File: src/rtl/memwin_pkg.sv
package memwin_pkg;
    localparam int ADDR_W  = 36;
    localparam int GRAN_W  = 20;
    localparam int LOW_W   = 32;
    localparam int MB_W    = LOW_W - GRAN_W;
    localparam int UP_W    = ADDR_W - LOW_W;
    localparam int DATA_W  = 16;
    localparam int SEL_W   = 3;
    localparam int NWIN    = 2;
    localparam int WIN_NP  = 0;
    localparam int WIN_PF  = 1;

    typedef enum logic [SEL_W-1:0] {
        SEL_CMD     = 3'd0,
        SEL_NP_BASE = 3'd1,
        SEL_NP_LIM  = 3'd2,
        SEL_PF_BASE = 3'd3,
        SEL_PF_LIM  = 3'd4,
        SEL_PF_UBAS = 3'd5,
        SEL_PF_ULIM = 3'd6,
        SEL_NONE    = 3'd7
    } reg_sel_e;

    typedef struct packed {
        logic [UP_W-1:0] base_hi;
        logic [MB_W-1:0] base_mb;
        logic [UP_W-1:0] lim_hi;
        logic [MB_W-1:0] lim_mb;
    } win_cfg_t;

    localparam win_cfg_t WIN_EMPTY = '{base_hi: '1, base_mb: '1, lim_hi: '0, lim_mb: '0};

    function automatic logic [ADDR_W-1:0] win_low(input win_cfg_t c);
        return {c.base_hi, c.base_mb, {GRAN_W{1'b0}}};
    endfunction

    function automatic logic [ADDR_W-1:0] win_high(input win_cfg_t c);
        return {c.lim_hi, c.lim_mb, {GRAN_W{1'b1}}};
    endfunction
endpackage

File: src/rtl/memwin_regs.sv
module memwin_regs
    import memwin_pkg::*;
(
    input  logic              clk,
    input  logic              rst,
    input  logic              wr_en,
    input  logic [SEL_W-1:0]  wr_sel,
    input  logic [DATA_W-1:0] wr_data,
    output win_cfg_t          np_cfg,
    output win_cfg_t          pf_cfg,
    output logic              mem_en
);
    localparam int FLD_LSB = DATA_W - MB_W;

    win_cfg_t np_q, pf_q;
    logic     en_q;

    always_ff @(posedge clk) begin
        if (rst) begin
            np_q <= WIN_EMPTY;
            pf_q <= WIN_EMPTY;
            en_q <= 1'b0;
        end else if (wr_en) begin
            case (reg_sel_e'(wr_sel))
                SEL_CMD:     en_q         <= wr_data[0];
                SEL_NP_BASE: np_q.base_mb <= wr_data[DATA_W-1:FLD_LSB];
                SEL_NP_LIM:  np_q.lim_mb  <= wr_data[DATA_W-1:FLD_LSB];
                SEL_PF_BASE: pf_q.base_mb <= wr_data[DATA_W-1:FLD_LSB];
                SEL_PF_LIM:  pf_q.lim_mb  <= wr_data[DATA_W-1:FLD_LSB];
                SEL_PF_UBAS: pf_q.base_hi <= wr_data[UP_W-1:0];
                SEL_PF_ULIM: pf_q.lim_hi  <= wr_data[UP_W-1:0];
                default: ;
            endcase
        end
    end

    assign np_cfg = np_q;
    assign pf_cfg = pf_q;
    assign mem_en = en_q;

    p_sel7_keeps_r8: assert property (@(posedge clk) disable iff (rst)
        (wr_en && wr_sel == SEL_NONE) |=> ($stable(np_q) && $stable(pf_q) && $stable(en_q)));
endmodule

File: src/rtl/memwin_match.sv
module memwin_match
    import memwin_pkg::*;
#(
    parameter bit HAS_HI = 1'b1
) (
    input  win_cfg_t          cfg,
    input  logic [ADDR_W-1:0] addr,
    output logic              hit
);
    win_cfg_t eff;

    generate
        if (HAS_HI) begin : g_ext
            assign eff = cfg;
        end else begin : g_low
            always_comb begin
                eff         = cfg;
                eff.base_hi = '0;
                eff.lim_hi  = '0;
            end
        end
    endgenerate

    logic [ADDR_W-1:0] lo, hi;
    assign lo  = win_low(eff);
    assign hi  = win_high(eff);
    assign hit = (addr >= lo) && (addr <= hi);

    always_comb begin
        p_empty_nohit_r4: assert (!(hit && (hi < lo)));
    end
endmodule

File: src/rtl/memwin_decoder.sv
module memwin_decoder
    import memwin_pkg::*;
(
    input  logic              clk,
    input  logic              rst,
    input  logic              wr_en,
    input  logic [SEL_W-1:0]  wr_sel,
    input  logic [DATA_W-1:0] wr_data,
    input  logic              req_valid,
    input  logic [ADDR_W-1:0] req_addr,
    output logic              rsp_valid,
    output logic              hit_np,
    output logic              hit_pf,
    output logic              route_port
);
    win_cfg_t cfg [NWIN];
    logic     mem_en;
    logic [NWIN-1:0] raw_hit;

    memwin_regs u_regs (
        .clk    (clk),
        .rst    (rst),
        .wr_en  (wr_en),
        .wr_sel (wr_sel),
        .wr_data(wr_data),
        .np_cfg (cfg[WIN_NP]),
        .pf_cfg (cfg[WIN_PF]),
        .mem_en (mem_en)
    );

    generate
        for (genvar w = 0; w < NWIN; w++) begin : g_win
            memwin_match #(.HAS_HI(w == WIN_PF)) u_match (
                .cfg (cfg[w]),
                .addr(req_addr),
                .hit (raw_hit[w])
            );
        end
    endgenerate

    logic [NWIN-1:0] gated;
    assign gated = (req_valid && mem_en) ? raw_hit : '0;

    always_ff @(posedge clk) begin
        if (rst) begin
            rsp_valid  <= 1'b0;
            hit_np     <= 1'b0;
            hit_pf     <= 1'b0;
            route_port <= 1'b0;
        end else begin
            rsp_valid  <= req_valid;
            hit_np     <= gated[WIN_NP];
            hit_pf     <= gated[WIN_PF];
            route_port <= |gated;
        end
    end

    p_rsp_follows_req_r6: assert property (@(posedge clk) disable iff (rst)
        req_valid |=> rsp_valid);
    p_no_hit_idle_r6: assert property (@(posedge clk) disable iff (rst)
        !rsp_valid |-> !(hit_np || hit_pf || route_port));
    p_gate_en_r5: assert property (@(posedge clk) disable iff (rst)
        !mem_en |=> !(hit_np || hit_pf));
    p_np_low4g_r2: assert property (@(posedge clk) disable iff (rst)
        (req_valid && req_addr[ADDR_W-1:LOW_W] != '0) |=> !hit_np);
    p_route_or_r7: assert property (@(posedge clk) disable iff (rst)
        route_port == (hit_np || hit_pf));
endmodule

File: config.mk
export PLATFORM = sky130hd
export DESIGN_NAME = memwin_decoder
export DESIGN_NICKNAME = d
export VERILOG_FILES = /design/src/rtl/memwin_pkg.sv /design/src/rtl/memwin_regs.sv /design/src/rtl/memwin_match.sv /design/src/rtl/memwin_decoder.sv
export SDC_FILE = /design/constraint.sdc
export NUM_CORES = 1
export LEC_CHECK = 0
export ABC_CLOCK_PERIOD_IN_PS = 2200
export CAP_MARGIN = 20
export CORE_UTILIZATION = 53
export DETAILED_ROUTE_END_ITERATION = 10
export GPL_TIMING_DRIVEN = 0
export PLACE_DENSITY = 0.81
export SLEW_MARGIN = 30
export SYNTH_ARGS = -nofsm -noshare
export SYNTH_HDL_FRONTEND = slang
export SYNTH_SLANG_ARGS = --single-unit
File: constraint.sdc
create_clock -name clk -period 2.2 [get_ports clk]
set_input_delay 0.33 -clock clk [delete_from_list [all_inputs] [get_ports clk]]
set_output_delay 0.33 -clock clk [all_outputs]
set_load 0.02 [all_outputs]
==> flow_summary.toml, run 1 <==
[run_status]
outcome = "finished, final reports clean"

[cts]
cts-hold-fix-buffers = 0
post-cts-setup-buffers = 0
cts_buffers = 9
cts_num_sinks = 61
clkSlewWorstSetupHoldPaths_ps = 70
cts_resized = 2
h-tree-depth = 3
cts_tree = "built"
clockRootBuffer = "clkbuf_8"
cts_max_path_buffers = 2
clk_latency_ps = 350

[critical_path]
rr_worst_depth = 8
cp.arrival_ps = 2350
reg2reg_setup_slack_ps = 240
critPathKind = "primary input to register"
required_ps = 2440
critPathCaptureType = "register"
cp-start-kind = "primary input"
cp_max_fo = 3

[final_layout]
diodes = 0
drive_gt1_frac = 0.04453
fillers = 510
area_growth_pct = 25.98
fin_nets = 650

[power]
pwr-share-seq = 0.430
p_int_w = 0.001966
power_frac_clock = 0.412
power_switching_w = 0.0007038
vdd_drop_max_mv = 0.4040
switching_share = 0.2636
p_leak_nw = 2.069
total_power_w = 0.002670
comb_power_share = 0.158
powerDensity_nw_per_um2 = 579.1

[sta]
fin_skew_ps = 5.367
max_slew.worst_pin.slew_ps = 640.9
period_share = 0.9576
worst_slew_margin_rel = 0.5727
rsz0062_at_grt = "false"
clock.fmax_mhz = 474.7
timing.final.crit_period_ps = 2107
hold_violations = 0
setup_tns_ps = 0
whs_ps = 454.6
slew_violations = 0
setup_viol = 0

[detailed_routing]
finalWirelength_microns = 10360
wl_per_cell_microns = 16.81
drtIter0Drc = 342
drt-vias-per-instance = 5.774
via_count = 3557
drc = 0
drtAntennaViolNets = 0
first_pass_iters = 5

[die]
die_w_microns = 85.10
io_pins = 63
num_rows = 29
die_area_sq_um = 7241
initial_utilization = 0.5635
core_sq_um = 6495
die_h_microns = 85.10

[yosys]
yosys_warnings = 0
yosysTopAreaCellShare = 0.3337
synth_most_common_cell = "nand2_1"
synth_edf_count = 0
synth_area_leaders = "dfxtp_1, ha_1, nand2_1"
yosysTopAreaCell = "dfxtp_1"
synth_ff_type = "dfxtp_1"
synth_area_sq_um = 3660
post_synth.cell_area_avg_sq_um = 7.922
synthCells = 462
yosysUniqueCellTypes = 34
synth_common_cells = "nand2_1, dfxtp_1, inv_1"
synth_nets = 577
yosysSeqAreaShare = 0.3337
async_flop_share = 0
ys_ff_latch = 61

[worst_hold_path]
hold_path_class = "register to register"
hold_path_depth = 2

[global_routing]
grt-ovfl-total = 0
grt_pass1_vias = 3460
grt_pass1_wl_microns = 16250
antenna_found_initial = 0
grtUsageTotal = 0.2978
grt_max_degree = 12

[place]
io_buffer_count = 62
hpwl_microns = 7795
globalplace.congestion = 0.9759

[job]
cap_violations = 0
## layout by cell type, fill, tap and decap left out, types with 2 or more instances in the layout
| master | count |
|---|---|
| clkbuf_1 | 13 |
| clkdlybuf4s50_1 | 61 |
| ha_1 | 56 |
| bufinv_16 | 2 |
| o211ai_1 | 4 |
| nand3b_1 | 14 |
| and3_1 | 2 |
| nand2_1 | 87 |
| o21ai_0 | 5 |
| nor4_1 | 8 |
| inv_1 | 60 |
| clkinvlp_4 | 2 |
| a21oi_1 | 49 |
| nor2_1 | 26 |
| nor3_1 | 3 |
| a21o_1 | 5 |
| nand4_1 | 16 |
| nor2b_1 | 5 |
| a211o_1 | 16 |
| dfxtp_1 | 61 |
| nand3_1 | 10 |
| mux2i_1 | 3 |
| clkbuf_8 | 9 |
| and2_1 | 2 |
## flip-flops by register name (all words and copies together), names as in the netlist
name and count:
u_regs.np_cfg 24, rsp_valid 1, u_regs.pf_cfg 32, hit_np 1
u_regs.mem_en 1, route_port 1, hit_pf 1
## final timing paths
kind                                         end               from
worst max register to register        route_port  u_regs.pf_cfg[17]
worst min register to register  u_regs.pf_cfg[5]   u_regs.pf_cfg[5]
worst min-delay path            u_regs.pf_cfg[5]   u_regs.pf_cfg[5]
worst max-delay path                  route_port       req_addr[35]
## cell families (layout without fill, tap and decap cells)
group | count (synthesis) | in the layout | synth area share
and+or+nand+nor | 178 | 178 | 0.2294
AOI/OAI and AO/OA | 89 | 89 | 0.1600
DFF | 61 | 61 | 0.3337
muxes | 3 | 3 | 0.008205
adders and majority gates | 56 | 56 | 0.1915
buffers and inverters | 75 | 152 | 0.07726
## power groups by stage
stage               Clock [W]  Sequential (W)  Combinational (W)
floorplan                   0         0.00117           0.000198
global placement            0         0.00117           0.000393
detailed placement          0         0.00117           0.000410
CTS                   0.00110         0.00115           0.000415
global route          0.00115         0.00115           0.000467
finish                0.00110         0.00115           0.000421
## routing by layer
metal	vias up	GRT usage	routed length, microns
li1	1731	-	-
met1	1646	0.3453	4238
met2	148	0.5198	4989
met3	32	0.06128	807
met4	0	0.1510	320
met5	-	0	0
## through the flow
step	std cells	setup WS [ps]	area, sq um	util
2_1_floorplan	462	416.1	3660	-
3_5_place_dp	601	-487.0	4377	0.6739
5_1_grt	616	12.46	4611	0.7099
4_1_cts	616	78.91	4596	0.7076
3_3_place_gp	601	-474.2	4377	0.6739
6_report	616	93.38	4611	0.7099
## critical path, stage by stage
cell and delay (ps):
clkdlybuf4s50_1 490, ha_1 360, nand4_1 180, nor4_1 430, nand2_1 110, o211ai_1 100
a22oi_1 110, or2_1 230
## final cells by class
type                       count  area (sq um)  area share
multi-input combinational    326          2173      0.4714
sequential                    61          1221      0.2649
timing repair buffer          62         623.1      0.1351
inverter                      60         225.2     0.04885
clock buffer                   9         123.9     0.02687
tap                           77         96.34     0.02090
clock inverter                 6         88.84     0.01927
buffer                        15         58.81     0.01275
(Power assumes the default switching activity.)
==> run 2, diff against run 1 <==
Settings changed: CAP_MARGIN 20 to 30, CORE_MARGIN set to 2.
==> flow_summary.toml, run 2 (same netlist as run 1, synthesis figures left out) <==
[detailed_routing]
drt-vias-per-instance = 5.698
drtAntennaViolNets = 0
finalWirelength_microns = 10170
via_count = 3533
wl_per_cell_microns = 16.40
first_pass_iters = 4
drtIter0Drc = 208
drc = 0

[cts]
h-tree-depth = 3
clk_latency_ps = 350
cts_buffers = 9
post-cts-setup-buffers = 0
clockRootBuffer = "clkbuf_8"
cts_max_path_buffers = 2
cts_tree = "built"
cts-hold-fix-buffers = 0
cts_num_sinks = 61
clkSlewWorstSetupHoldPaths_ps = 70

[global_routing]
antenna_found_initial = 0
grt_max_degree = 12
grt-ovfl-total = 0
grt_pass1_vias = 3434
grtUsageTotal = 0.2835
grt_pass1_wl_microns = 16250

[final_layout]
drive_gt1_frac = 0.05000
diodes = 0
layout_common_cells = "nand2_1, dfxtp_1, inv_1, clkdlybuf4s50_1, ha_1"
largest_register_ffs = 32
fin_nets = 650
layout.area.seq_sq_um = 1221
fillers = 578
area_growth_pct = 26.77
finalInstanceArea_sq_um = 4639
multi_input_area_sq_um = 2185
layout_commonest_cell = "nand2_1"

[critical_path]
cp-start-kind = "primary input"
worstPathCellList = "clkdlybuf4s50_1 -> or4_4 -> a2111oi_4 -> o31a_1 -> o211ai_1 -> a22oi_2 -> or2_1"
path_buf_inv = 1
cp_max_fo = 3
crit_family = "compound AO/OA/AOI/OAI gates"
critPathCaptureType = "register"
cp_slowest_stage_delay_ps = 590
cp.arrival_ps = 2370
critPathSlowestCell = "or4_4"
reg2reg_setup_slack_ps = 240
required_ps = 2490
critPathKind = "primary input to register"

[die]
die_area_sq_um = 7586
die_h_microns = 87.10
num_rows = 30
initial_utilization = 0.5447
core_sq_um = 6719
io_pins = 63
die_w_microns = 87.10

[power]
p_leak_nw = 2.089
total_power_w = 0.002701
powerDensity_nw_per_um2 = 582.2
vdd_drop_max_mv = 0.4209

[sta]
rsz0062_at_grt = "false"
period_share = 0.9456
fin_skew_ps = 5.176
setup_viol = 0
slew_violations = 0
max_slew.worst_pin.slew_ps = 686.1
hold_violations = 0
clock.fmax_mhz = 480.7
timing.final.crit_period_ps = 2080
worst_slew_margin_rel = 0.5426

[place]
hpwl_microns = 7825
io_buffer_count = 62
globalplace.congestion = 0.9057
dpl-instance-area_sq_um = 4380

[worst_hold_path]
hold_path_class = "register to register"

[job]
cap_violations = 0

[run_status]
outcome = "finished, final reports clean"
[run 2: final cells by class]
cell class,instances,share of cell area
buffer,15,0.01268
clock buffer,10,0.02967
clock inverter,6,0.01861
inverter,60,0.04854
multi-input combinational,326,0.4709
sequential,61,0.2632
tap,80,0.02157
timing repair buffer,62,0.1348
[run 2: through the flow]
stage | TNS (ps) | hold slack [ps] | cells | utilization | worst slack, ps
floorplan | 0 | 435.4 | 462 | - | 416.1
global placement | -3015 | 443.1 | 604 | 0.6520 | -447.5
detailed placement | -3912 | 446.5 | 604 | 0.6520 | -415.5
CTS | 0 | 456.6 | 620 | 0.6855 | 15.21
global route | 0 | 469.5 | 620 | 0.6905 | 37.23
finish | 0 | 454.4 | 620 | 0.6905 | 119.6
[run 2: final timing paths]
check / depth (start not counted) / start / end
worst max-delay path: 7 / req_addr[35] / route_port
worst max register to register: 8 / u_regs.np_cfg[25] / route_port
worst min register to register: 2 / u_regs.pf_cfg[10] / u_regs.pf_cfg[10]
worst min-delay path: 2 / u_regs.pf_cfg[10] / u_regs.pf_cfg[10]
[run 2: power by group]
group          leakage [nW]  switching [W]  total (W)  internal (W)
combinational          1.48       0.000218   0.000420      0.000201
clock                 0.112       0.000468    0.00113      0.000666
sequential            0.496      0.0000132    0.00115       0.00113
[run 2: timing repair]
item | CTS | global route
pin swaps | 0 | 1
endpoints found under the setup margin | 1 | 11
resized for setup | 1 | 9
[run 2: per-layer routing]
metal  up-vias  GRT usage  routed length [microns]
met3        21    0.05024                      700
li1       1732          -                        -
met1      1650     0.3565                     4358
met2       130     0.4733                     4844
met5         -          0                        0
met4         0     0.1287                      264
[run 2: worst register-to-register path: cells and delay by family, from the launching register on]
kind / cells / cell delay (ps)
DFF: 1 / 320
and+or+nand+nor: 1 / 240
buffers and inverters: 1 / 60
AOI/OAI and AO/OA: 5 / 960
adders and majority gates: 1 / 290
